--- config.mk ---
export PLATFORM = sky130hd
export DESIGN_NAME = rx_trig_fifo
export DESIGN_NICKNAME = d
export VERILOG_FILES = /design/src/rtl/rxf_pkg.sv /design/src/rtl/rxf_store.sv /design/src/rtl/rxf_level.sv /design/src/rtl/rx_trig_fifo.sv
export SDC_FILE = /design/constraint.sdc
export NUM_CORES = 1
export LEC_CHECK = 0
export BUFFER_PORTS_ARGS = -buffer_cell sky130_fd_sc_hd__buf_2
export CORE_ASPECT_RATIO = 0.5
export CORE_MARGIN = 3
export CORE_UTILIZATION = 42
export CTS_CLUSTER_SIZE = 16
export DETAILED_ROUTE_END_ITERATION = 10
export GPL_TIMING_DRIVEN = 0
export PLACE_DENSITY = 0.62
export SKIP_CTS_REPAIR_TIMING = 1
export SLEW_MARGIN = 40
export SYNTH_ARGS = -nofsm -noshare
export SYNTH_HDL_FRONTEND = slang
export SYNTH_SLANG_ARGS = --single-unit
--- constraint.sdc ---
create_clock -name clk -period 4.6 [get_ports clk]
set_input_delay 0.92 -clock clk [delete_from_list [all_inputs] [get_ports clk]]
set_output_delay 0.92 -clock clk [all_outputs]
set_load 0.1 [all_outputs]
--- src/rtl/rxf_pkg.sv ---
package rxf_pkg;
  // Threshold for each trigger select code; the mapping is not linear.
  function automatic int trig_level(input logic [1:0] sel);
    case (sel)
      2'd0:    return 1;
      2'd1:    return 4;
      2'd2:    return 8;
      default: return 14;
    endcase
  endfunction
endpackage

--- src/rtl/rxf_store.sv ---
module rxf_store #(
  parameter int DEPTH = 16,
  parameter int DW    = 8,
  localparam int PW   = $clog2(DEPTH)
) (
  input  logic          clk,
  input  logic          rst_n,
  input  logic          wr,
  input  logic [DW-1:0] wdata,
  input  logic          rd,
  input  logic          flush,
  output logic [DW-1:0] head_data
);
  logic [DW-1:0] mem [DEPTH];
  logic [PW-1:0] wptr, rptr, wptr_inc, rptr_inc;

  generate
    if ((1 << PW) == DEPTH) begin : g_pow2
      assign wptr_inc = wptr + 1'b1;
      assign rptr_inc = rptr + 1'b1;
    end else begin : g_wrap
      assign wptr_inc = (wptr == PW'(DEPTH - 1)) ? '0 : wptr + 1'b1;
      assign rptr_inc = (rptr == PW'(DEPTH - 1)) ? '0 : rptr + 1'b1;
    end
  endgenerate

  always_ff @(posedge clk or negedge rst_n) begin
    if (!rst_n) begin
      wptr <= '0;
      rptr <= '0;
    end else if (flush) begin
      wptr <= '0;
      rptr <= '0;
    end else begin
      if (wr) wptr <= wptr_inc;
      if (rd) rptr <= rptr_inc;
    end
  end

  always_ff @(posedge clk) begin
    if (wr && !flush) mem[wptr] <= wdata;
  end

  assign head_data = mem[rptr];
endmodule

--- src/rtl/rxf_level.sv ---
module rxf_level #(
  parameter int DEPTH = 16,
  localparam int CW   = $clog2(DEPTH + 1)
) (
  input  logic          clk,
  input  logic          rst_n,
  input  logic          push,
  input  logic          pop,
  input  logic          flush,
  input  logic [1:0]    trig_sel,
  input  logic          rxie,
  input  logic          flag_clr,
  output logic [CW-1:0] count,
  output logic          rx_full,
  output logic          irq
);
  import rxf_pkg::*;

  logic [CW-1:0] cnt_nxt;
  logic [CW-1:0] thr;
  logic          set_ev, drop_ev;

  assign thr = CW'(trig_level(trig_sel));

  always_comb begin
    cnt_nxt = count;
    if (push && !pop)      cnt_nxt = count + 1'b1;
    else if (pop && !push) cnt_nxt = count - 1'b1;
  end

  assign set_ev  = push && (cnt_nxt >= thr);
  assign drop_ev = pop  && (cnt_nxt <  thr);

  always_ff @(posedge clk or negedge rst_n) begin
    if (!rst_n) begin
      count   <= '0;
      rx_full <= 1'b0;
      irq     <= 1'b0;
    end else begin
      if (flush) begin
        count   <= '0;
        rx_full <= 1'b0;
      end else begin
        count <= cnt_nxt;
        if (set_ev)                   rx_full <= 1'b1;
        else if (drop_ev || flag_clr) rx_full <= 1'b0;
      end

      if (!rxie)                   irq <= 1'b0;
      else if (set_ev && !flush)   irq <= 1'b1;
      else if (flag_clr)           irq <= 1'b0;
    end
  end
endmodule

--- src/rtl/rx_trig_fifo.sv ---
module rx_trig_fifo #(
  parameter int DEPTH = 16,
  parameter int DW    = 8,
  localparam int CW   = $clog2(DEPTH + 1)
) (
  input  logic          clk,
  input  logic          rst_n,
  input  logic          in_valid,
  output logic          in_ready,
  input  logic [DW-1:0] in_data,
  input  logic          pop,
  output logic [DW-1:0] pop_data,
  input  logic [1:0]    trig_sel,
  input  logic          flush,
  input  logic          rx_en,
  input  logic          rxie,
  input  logic          flag_clr,
  output logic [CW-1:0] count,
  output logic          rx_full,
  output logic          irq
);
  logic          do_push, do_pop, empty;
  logic [DW-1:0] head_data;

  assign empty    = (count == '0);
  assign in_ready = rx_en && (count < CW'(DEPTH));
  assign do_push  = in_valid && in_ready && !flush;
  assign do_pop   = pop && !empty && !flush;
  assign pop_data = empty ? {DW{1'b1}} : head_data;

  rxf_store #(.DEPTH(DEPTH), .DW(DW)) u_store (
    .clk      (clk),
    .rst_n    (rst_n),
    .wr       (do_push),
    .wdata    (in_data),
    .rd       (do_pop),
    .flush    (flush),
    .head_data(head_data)
  );

  rxf_level #(.DEPTH(DEPTH)) u_level (
    .clk     (clk),
    .rst_n   (rst_n),
    .push    (do_push),
    .pop     (do_pop),
    .flush   (flush),
    .trig_sel(trig_sel),
    .rxie    (rxie),
    .flag_clr(flag_clr),
    .count   (count),
    .rx_full (rx_full),
    .irq     (irq)
  );
endmodule

**After elaboration in Yosys (flattened, before gate mapping)**

Memory sizes are Yosys's and may differ from the RTL's.
Index checks and enable logic that the tools add are counted.

- Word-level logic and storage cells: 54
- Input bits: 18
- Output and inout port bits: 16
- Bits in read-only memories: 0
- Memory bits (writable): 128
- Memories: 1
- Register bits after elaboration: 15
- Latch bits: 0

Memory list:

| memory | words | bits a word | read ports | clocked after memory_dff | wr ports | RTL line | source |
|---|---|---|---|---|---|---|---|
| u_store.mem | 16 | 8 | 1 | 0 | 1 | rxf_store.sv:14 | `logic [DW-1:0] mem [DEPTH];` |

- Add/sub/neg operators: 4
- Bitwise gates (word level): 0
- Magnitude comparators: 3
- Divide/modulo/power cells: 0
- Multipliers: 0
- Reductions and logical operators: 21
- Equality and inequality tests: 3
- Shifts and indexed selects: 0
- Muxes and demuxes: 17

Operators with widths:

| cell | number |
|---|---|
| 2-to-1 mux 4 bit | 4 |
| 2-to-1 mux 5 bit | 3 |
| case mux 4 bit (3 select lines) | 1 |
| logical AND 1 bit | 11 |
| adder 4 x 1 -> 4 bit, second input constant | 2 |
| 2-to-1 mux 1 bit | 8 |
| 2-to-1 mux 8 bit | 1 |
| adder 5 x 1 -> 5 bit, second input constant | 1 |
| greater-or-equal comparator 5 x 4 -> 1 bit | 1 |
| logical NOT 5 bit | 1 |
| less-than comparator 5 x 4 -> 1 bit | 1 |
| less-than comparator 5 bit, second input constant | 1 |
| subtractor 5 x 1 -> 5 bit, second input constant | 1 |
| logical NOT 1 bit | 4 |
| nonzero test 2 bit | 2 |
| inequality test 3 x 1 -> 1 bit, second input constant | 1 |
| nonzero test 3 bit | 1 |
| equality test 2 x 1 -> 1 bit, second input constant | 1 |
| equality test 2 bit, second input constant | 1 |
| logical NOT 2 bit | 1 |
| logical OR 1 bit | 1 |

**Logic depth before layout (Yosys ltp)**

- Depth in word-level cells: 14
- Gate-level depth with buffers: 12
- Mapped depth without buffers: 11

**By module**

Synthesis repeated with hierarchy kept, for this count alone.

- Cell total of the unflattened synthesis: 337
- Area total of the unflattened synthesis: 6052.1 um^2

Modules (own cells, without submodules):

| module | seq. area each (um^2) | area an instance (um^2) | cells each | times used |
|---|---|---|---|---|
| rxf_store | 4043.9 | 5426.5 | 264 | 1 |
| rxf_level | 175.2 | 514.2 | 59 | 1 |
| rx_trig_fifo | 0.0 | 111.4 | 14 | 1 |

**Worst setup path after synthesis**

No wires, ideal clock.

- Path kind: reg2out
- Start: register u_level.count[0]
- End: output port pop_data[0]
- Path slack: 0.126 ns
- Cell stages (with the launch flop): 8
- Required time: 3.680 ns
- Data arrival time: 3.554 ns
- Path buffers: 2
- Path through: dfrtp_1 > inv_1 > ha_1 > or4b_1 > buf_2 > and2_4 > buf_6 > a22oi_1

- Word-level cells in the longest chain between the ends: 2

RTL lines:

| what | RTL line | source |
|---|---|---|
| start: declaration | rxf_level.sv:13 | `output logic [CW-1:0] count,` |
| start signal: assignment | rxf_level.sv:44 | `count <= cnt_nxt;` |
| logical NOT 5 bit | rx_trig_fifo.sv:25 | `assign empty = (count == '0);` |
| 2-to-1 mux 8 bit | rx_trig_fifo.sv:29 | `assign pop_data = empty ? {DW{1'b1}} : head_data;` |
| end: declaration | rx_trig_fifo.sv:12 | `output logic [DW-1:0] pop_data,` |

No other way between the ends.

**Worst setup path in the final report**

- Start: register u_level.count[0]
- End: output port pop_data[2]

Same word-level chain as after synthesis.

==> flow_summary.yaml <==
layout:
  drive_gt1_share_pct: 29.7
  syn2layout_area_growth_pct: 17.8
  final_area_um2: 7130
  antennaDiodeCount: 0
  nNetsFinal: 423
  stdcell_count: 599
synth:
  synth-xor-area-share_pct: 1.01
  yosysTopAreaCell: "edfxtp_1"
  yosysSeqAreaShare_pct: 69.7
  synthMuxAreaShare_pct: 14.7
  synth-compound-area-share_pct: 3.99
  netlist_area_um2: 6050
  ys_warn_count: 0
  synth_edf_count: 128
  synth_top_family_by_area: "multiplexers"
  syn_inst: 342
  yosys.area_share.simple_pct: 5.85
  yosysUniqueCellTypes: 47
  syn_nets: 371
  synthTopCellsByArea: "edfxtp_1 (64%), mux4_2 (12%), dfrtp_1 (6.2%), mux2i_1 (2.6%), ha_1 (2.3%)"
  synth-seq-cells: 143
  yosys.area.top_type_share_pct: 63.5
  ys_async_sr_fraction_pct: 10.5
  syn_area_per_cell_um2: 17.7
  synth.most_common_cell: "edfxtp_1"
  netlist_top_cells_count: "edfxtp_1 (128), mux4_2 (32), mux2i_1 (16), dfrtp_1 (15), nor2_1 (15)"
  yosys.area_share.adder_pct: 2.28
  synthFlopType: "edfxtp_1"
detailed_routing:
  routedWlPerCell_um: 21.9
  drc_errors: 0
  num_vias: 3354
  drtIter0Drc: 184
  wl_um: 13100
  first_pass_iters: 4
  vias_per_cell: 5.60
  ant_nets: 0
critical_path:
  crit_fanout: 9
  startpoint_type: "register"
  r2r_cells: 11
  cp_slowest_cell: "buf_2"
  cp_common_cell: "buf_2"
  critPathTopFamily: "buffers and inverters"
  worstPathRequired_ns: 3.68
  critPathArrivalTime_ns: 2.94
  cp_num_cells: 8
  worstSetupPathType: "reg2out"
  path_buf_inv: 4
  reg2reg_to: "u_level.irq"
  r2r_slack_ns: 1.49
  max_stage_delay_ns: 0.49
  r2r-start: "u_level.count[0]"
  worstPathCellList: "inv_1, ha_1, or4b_1, buf_2, and2_4, buf_6, a22oi_1, buf_2"
  worstSetupEndpointType: "output port"
grt:
  use_met1_pct: 23.8
  grt.busiest_layer: "met2"
  gr-usage-met2_pct: 26.4
  grt_max_degree: 17
  gr-total-overflow: 0
  met3_usage_pct: 5.16
  grt_pass1_vias: 3497
  grt_pass1_wl_um: 20300
  grtUsageTotal_pct: 17.3
  grt_antenna_before_repair: 0
floorplan:
  dieWidth_um: 176
  fp.coreArea_um2: 13800
  die_area_um2: 16000
  die_h_um: 90.9
  ioPinCount: 34
  placement_rows: 30
  initial_utilization_pct: 43.8
status:
  status: "finished, final reports clean"
placement:
  dpl.cell_count: 567
  postPlaceCellArea_um2: 6490
  io_buffer_count: 33
  gp_routability_congestion: 0.868
  dp_hpwl_um: 8990
power_and_ir_drop:
  netSwitchingPower_mw: 1.43
  clkPwrFrac_pct: 34.0
  p_int_mw: 2.69
  p_seq_share_pct: 35.7
  comb_power_share_pct: 30.3
  powerDensity_nw_per_um2: 579
  p_leak_nw: 2.37
  swShare_pct: 34.7
  peakVddDrop_mv: 0.312
timing:
  setup_tns_ns: 0
  max_freq_ghz: 0.259
  finalSetupViolCount: 0
  fin_crit_ns: 3.86
  hold_violations: 0
  rsz0062_at_grt: "false"
  slew_viol_final: 0
  finalHoldWorstSlack_ns: 0.421
  slew_headroom_pct: 47.7
  tightest_slew_ns: 0.781
  finalClockSkew_ns: 0.00728
  fin_crit_sh_pct: 83.9
clock_network:
  path_clk_slew_ns: 0.06
  cts_max_level: 4
  cts-root-buf: "clkbuf_16"
  clock_path_buffers: 2
  cts_tree: "yes"
  cts_sinks: 143
  clock_latency_ns: 0.41
  cts_made_buffers: 17
flow_run:
  max_cap_violations: 0
hold_path:
  worst_hold_path_type: "in2async"
==> layout by cell type, fill, tap and decap left out, drive strengths merged, types with 2 or more instances in the layout <==
cell	instances
edfxtp	128
buf	44
mux4	32
clkbuf	25
inv	20
mux2i	16
dfrtp	15
nor2	15
nand2	13
ha	11
nor3	10
a21oi	9
a22oi	8
nand3	6
nand4	5
a32o	5
and2	5
xnor2	4
clkinv	4
xor2	3
bufinv	3
or4	2
nor2b	2
a21o	2
o21ai	2
==> power groups by stage <==
stage	combinational [mW]	clock [mW]	sequential (mW)
floorplan	0.893	0	1.59
global placement	1.23	0	1.50
detailed placement	1.26	0	1.50
CTS	1.26	1.43	1.47
global route	1.33	1.48	1.47
finish	1.25	1.40	1.47
==> layout make-up <==
class / count / area [um^2]
Buffer: 18 / 91.3
Clock buffer: 18 / 429
Clock inverter: 14 / 179
Fill cell: 1145 / 6690
Inverter: 14 / 52.6
Multi-Input combinational cell: 167 / 1750
Sequential cell: 143 / 4220
Tap cell: 192 / 240
Timing Repair Buffer: 33 / 165
==> state kept, by name, indices dropped and copies added (netlist names) <==
register and count:
u_store.mem 128, u_level.irq 1, u_store.wptr 4, u_store.rptr 4, u_level.count 5, u_level.rx_full 1
==> kinds of logic (layout without fill, tap and decap cells) <==
group / after synthesis / count (layout)
flops: 143 / 143
simple gates: 66 / 66
mux: 49 / 49
compound gates: 34 / 34
buf+inv: 32 / 97
fa+ha+maj: 11 / 11
xor+xnor: 7 / 7
==> how the worst max path moves through the flow <==
stage                           startpoint          end
after global routing      u_level.count[0]  pop_data[7]
after CTS                 u_level.count[0]  pop_data[2]
after detailed placement  u_level.count[0]  pop_data[2]
after global placement    u_level.count[0]  pop_data[2]
after floorplan           u_level.count[0]  pop_data[0]
final                     u_level.count[0]  pop_data[2]
==> per-stage QoR <==
| stage | worst slack, ns | total power, mW | util, % |
|---|---|---|---|
| CTS | 0.733 | 4.16 | 51.4 |
| detailed placement | 1.19 | 2.75 | 47.0 |
| finish | 0.742 | 4.13 | 51.6 |
| global placement | 1.23 | 2.73 | 46.7 |
| floorplan | 0.126 | 2.49 | - |
| global route | 0.647 | 4.28 | 51.6 |
==> layer usage <==
| layer | share of wire, % | vias to the layer above |
|---|---|---|
| li1 | - | 1474 |
| met1 | 45 | 1748 |
| met2 | 47 | 119 |
| met3 | 6.1 | 13 |
| met4 | 1.8 | 0 |
| met5 | 0 | - |
(Power assumes the default switching activity.)
